### config.mk
export PLATFORM = sky130hd
export DESIGN_NAME = spi_dir_master
export DESIGN_NICKNAME = d
export VERILOG_FILES = /design/src/rtl/spi_dir_master.sv
export SDC_FILE = /design/constraint.sdc
export NUM_CORES = 1
export LEC_CHECK = 0
export ABC_AREA = 1
export CORE_MARGIN = 2
export CORE_UTILIZATION = 50
export DETAILED_ROUTE_END_ITERATION = 16
export GPL_TIMING_DRIVEN = 0
export PLACE_DENSITY = 0.78
export SLEW_MARGIN = 20
export SYNTH_ARGS = -nofsm -noshare
export SYNTH_HDL_FRONTEND = slang
export SYNTH_SLANG_ARGS = --single-unit
export TNS_END_PERCENT = 20
### constraint.sdc
create_clock -name clk -period 1.9 [get_ports clk]
set_clock_uncertainty 0.15 [all_clocks]
set_input_delay 0.57 -clock clk [delete_from_list [all_inputs] [get_ports clk]]
set_output_delay 0.57 -clock clk [all_outputs]
set_load 0.02 [all_outputs]
### src/rtl/spi_dir_master.sv
module spi_dir_master #(
  parameter int FRAME_BITS = 29,
  parameter int DIV_W      = 8
) (
  input  logic                  clk,
  input  logic                  rst_n,
  input  logic                  start,
  input  logic                  rd_nwr,
  input  logic                  cpol,
  input  logic                  cpha,
  input  logic [DIV_W-1:0]      div,
  input  logic [FRAME_BITS-1:0] wdata,
  output logic [FRAME_BITS-1:0] rdata,
  output logic                  busy,
  output logic                  done,
  output logic                  sclk,
  output logic                  mosi,
  input  logic                  miso,
  output logic                  cs_n
);
  localparam int N      = FRAME_BITS;
  localparam int HW     = $clog2(2*N+1);
  localparam int BW     = $clog2(N+1);
  localparam logic [HW-1:0] H_END  = HW'(2*N);
  localparam logic [HW-1:0] H_LAST = HW'(2*N-1);
  localparam logic [BW-1:0] B_LAST = BW'(N-1);

  logic [DIV_W-1:0] div_q, divcnt;
  logic [HW-1:0]    hcnt;
  logic [BW-1:0]    nsamp;
  logic [N-1:0]     tx, rx;
  logic             rd_q, cpol_q, cpha_q;

  wire tick = busy && (divcnt == div_q);
  wire fin  = hcnt == H_END;
  wire smp  = hcnt[0] == cpha_q;
  wire skip = !cpha_q && (hcnt == H_LAST);

  always_ff @(posedge clk or negedge rst_n) begin
    if (!rst_n) begin
      busy <= 1'b0; done <= 1'b0; cs_n <= 1'b1; sclk <= 1'b0; mosi <= 1'b0;
      div_q <= '0; divcnt <= '0; hcnt <= '0; nsamp <= '0;
      tx <= '0; rx <= '0; rdata <= '0;
      rd_q <= 1'b0; cpol_q <= 1'b0; cpha_q <= 1'b0;
    end else begin
      done <= 1'b0;
      if (!busy) begin
        sclk <= cpol;
        mosi <= 1'b0;
        if (start) begin
          busy   <= 1'b1;
          cs_n   <= 1'b0;
          div_q  <= div;
          divcnt <= '0;
          hcnt   <= '0;
          nsamp  <= '0;
          rd_q   <= rd_nwr;
          cpol_q <= cpol;
          cpha_q <= cpha;
          rx     <= '0;
          if (!rd_nwr && !cpha) begin
            mosi <= wdata[N-1];
            tx   <= {wdata[N-2:0], 1'b0};
          end else begin
            tx   <= wdata;
          end
        end
      end else if (!tick) begin
        divcnt <= divcnt + 1'b1;
      end else begin
        divcnt <= '0;
        hcnt   <= hcnt + 1'b1;
        if (fin) begin
          busy <= 1'b0;
          cs_n <= 1'b1;
          done <= 1'b1;
          mosi <= 1'b0;
          sclk <= cpol_q;
        end else begin
          sclk <= ~sclk;
          if (smp) begin
            rx    <= {rx[N-2:0], miso};
            nsamp <= nsamp + 1'b1;
            if (rd_q && nsamp == B_LAST) rdata <= {rx[N-2:0], miso};
          end else if (!skip) begin
            mosi <= rd_q ? 1'b0 : tx[N-1];
            tx   <= {tx[N-2:0], 1'b0};
          end
        end
      end
    end
  end
endmodule

==> impl_metrics.tcl <==
set metrics [dict create \
    status "completed" \
    antenna_left 0 \
    dpl.hpwl_um 9400 \
    cts_tree "built" \
    synth_top_area_frac 0.496 \
    drtPass1Iterations 5 \
    ys_seq_area_frac 0.500 \
    post_drt_via_cell_ratio 5.23 \
    drt-wirelength-per-cell_um 13.7 \
    fin_crit_sh 0.994 \
    clkTransAtPathRegs_ns 0.06 \
    met2_length_um 7020 \
    holdWs_ns 0.310 \
    grt_overflow_total 0 \
    drt-initial-drc-count 416 \
    cts_inserted_buffers 17 \
    core_sq_um 11900 \
    period_minus_slack_ns 1.89 \
    clock-sinks 121 \
    critPathRequiredTime_ns 2.05 \
    yosys.area_share.simple 0.302 \
    wl_met1_um 6450 \
    ioPinCount 78 \
    synth_top_family_by_area "simple AND/OR/NAND/NOR gates" \
    ys_ff_latch 121 \
    setup_viol 0 \
    grt_pass1_wl_um 24000 \
    hold_violations 0 \
    grt_max_degree 80 \
    worstMarginPinSlew_ns 0.528 \
    io_buffers 77 \
    hold_class "register to register" \
    grt_pass1_vias 5160 \
    synth_compound_gate_area_share 0.0789 \
    clock_path_buffers 2 \
    critPathLaunchType "register" \
    track_usage 0.231 \
    yosys_warnings 0 \
    final_nets 937 \
    fillers 1003 \
    synth_cell_type_count 30 \
    dp.cells 1004 \
    synth_edf_count 0 \
    dieArea_sq_um 13000 \
    yosys.area_share.xor_xnor 0.0229 \
    syn_avg_cell_area_sq_um 7.77 \
    highest_layer "met4" \
    synthArstFlopShare 1.00 \
    dr_wl_met3_um 720 \
    clock.fmax_mhz 529 \
    drc 0 \
    syn-num-nets 829 \
    start_util 0.508 \
    drv_slew 0 \
    die_h_um 114 \
    syn_to_final_growth_pct 31.1 \
    ys_top_cells_by_area "dfrtp_1 50%, nand2_1 18%, nand3_1 8.8%, o21ai_0 3.6%, inv_1 3.1%" \
    synth_area_sq_um 6060 \
    final_cells 1047 \
    drive_above_1_share 0.138 \
    synth_most_common_cell "nand2_1" \
    wl_um 14300 \
    rows 40 \
    synth_flop_cell "dfrtp_1" \
    num_antenna_cells 0 \
    cp_max_fo 10 \
    maxCapViolations 0 \
    cts_max_level 4 \
    p_per_area_nw_per_um2 788 \
    synth_adder_area_share 0.0124 \
    antenna_found_initial 0 \
    cts_root_buffer "clkbuf_16" \
    crit_arrival_ns 2.04 \
    postSynthCellCount 779 \
    path_class "register to register" \
    via_count 5475 \
    insertion_delay_ns 0.42 \
    rsz0062_at_grt "true" \
    synthTopCellsByCount "289 x nand2_1, 120 x dfrtp_1, 107 x nand3_1, 50 x inv_1, 43 x o21ai_0" \
    gp_congestion 0.862 \
    synth.area.mux_share 0.0112 \
    relSlewSlack 0.648 \
    critPathCaptureType "register" \
    yosys.area.top_type "dfrtp_1" \
    ir_worst_vdd_mv 0.559 \
    die_w_um 114 \
    p_leak_nw 4.35 \
]
cell families after synthesis:
group,Yosys count
AO/OA/AOI/OAI,86
XOR/XNOR,15
adder cells (fa/ha/maj),6
buffers and inverters,100
flip-flops,121
multiplexers,6
AND/OR/NAND/NOR,445
critical path: stages (launching register included):
cell and delay, ns:
dfrtp_2 0.41, buf_6 0.14, ha_2 0.17, nand4_1 0.10, nand2_2 0.07, a21oi_2 0.23
nand2_1 0.11, buf_6 0.15, buf_8 0.14, nand2_1 0.06, nand2_1 0.04
cell usage in the layout, fill, tap and decap left out, drive strengths merged:
master | synthesis | final
clkbuf | 20 | 47
clkinv | 0 | 2
mux2 | 6 | 6
dlygate4sd2 | 0 | 33
o22ai | 5 | 5
nor3 | 4 | 4
a21oi | 10 | 10
xor2 | 8 | 8
o211ai | 1 | 1
nand3 | 109 | 109
dlymetal6s2s | 0 | 2
bufinv | 0 | 4
xnor2 | 7 | 7
dfrtp | 120 | 120
inv | 54 | 54
o21ai | 45 | 45
clkinvlp | 0 | 1
dfstp | 1 | 1
nor2 | 41 | 41
dlygate4sd3 | 0 | 1
nand2 | 290 | 290
buf | 26 | 38
nand4 | 1 | 1
clkdlybuf4s50 | 0 | 39
ha | 6 | 6
a31oi | 25 | 25
flip-flops by register name, summed over array words and instances (netlist names):
signal  count
cpol_q      1
busy        1
mosi        1
tx         29
rd_q        1
cs_n        1
rx         28
rdata      29
sclk        1
done        1
cpha_q      1
div_q       8
nsamp       5
hcnt        6
divcnt      8
timing repair:
| action | 4_1_cts | 5_1_grt |
|---|---|---|
| endpoints found under the setup margin | 141 | 109 |
| hold buffers | 1 | 0 |
| cloned | 0 | 1 |
| endpoints found under the hold margin | 41 | 0 |
| setup buffers | 2 | 9 |
| gates resized for setup | 74 | 48 |
| pin swaps | 3 | 9 |
layout make-up:
type                       count  area (sq um)  share of cell area
clock inverter                 7           138              0.0173
inverter                      54           205              0.0258
multi-input combinational    558          2740               0.345
tap                          147           184              0.0232
buffer                        44           284              0.0358
sequential                   121          3040               0.382
timing repair buffer          91           857               0.108
clock buffer                  25           495              0.0624
stage by stage:
step,utilization,setup TNS [ns],cell area [sq um],power [W],setup WS [ns]
after floorplan,-,0,6060,0.00267,0.0682
after global placement,0.589,-591.18,7010,0.00284,-4.59
after detailed placement,0.591,-38.30,7040,0.00284,-0.647
after CTS,0.651,-0.0547,7750,0.00627,-0.0521
after global routing,0.667,-1.01,7940,0.00643,-0.0845
final,0.667,0,7940,0.00626,0.0108
power breakdown:
group / leakage [nW] / switching (W) / internal, W / total, W
combinational: 2.45 / 0.000117 / 0.000103 / 0.000220
clock: 0.307 / 0.00113 / 0.00233 / 0.00346
sequential: 1.59 / 0 / 0.00258 / 0.00258
total: 4.35 / 0.00124 / 0.00501 / 0.00626
per-layer routing:
layer,GRT usage,up-vias
met5,0,-
met4,0.0626,0
met3,0.0535,17
met2,0.387,162
met1,0.304,2565
li1,-,2731
final timing paths:
check,start,endpoint,slack [ns],cells past startpoint
hold / removal,rdata[13]$_DFFE_PN0P_,rdata[13]$_DFFE_PN0P_,0.31,2
hold reg to reg,rdata[13]$_DFFE_PN0P_,rdata[13]$_DFFE_PN0P_,0.31,2
max in group asynchronous,rst_n,nsamp[2]$_DFFE_PN0P_,0.37,3
setup reg to reg,hcnt[0]$_DFFE_PN0P_,tx[25]$_DFFE_PN0P_,0.01,10
setup / recovery,hcnt[0]$_DFFE_PN0P_,tx[25]$_DFFE_PN0P_,0.01,10
min in group asynchronous,rst_n,done$_DFF_PN0_,0.49,2
(Power assumes the default switching activity.)
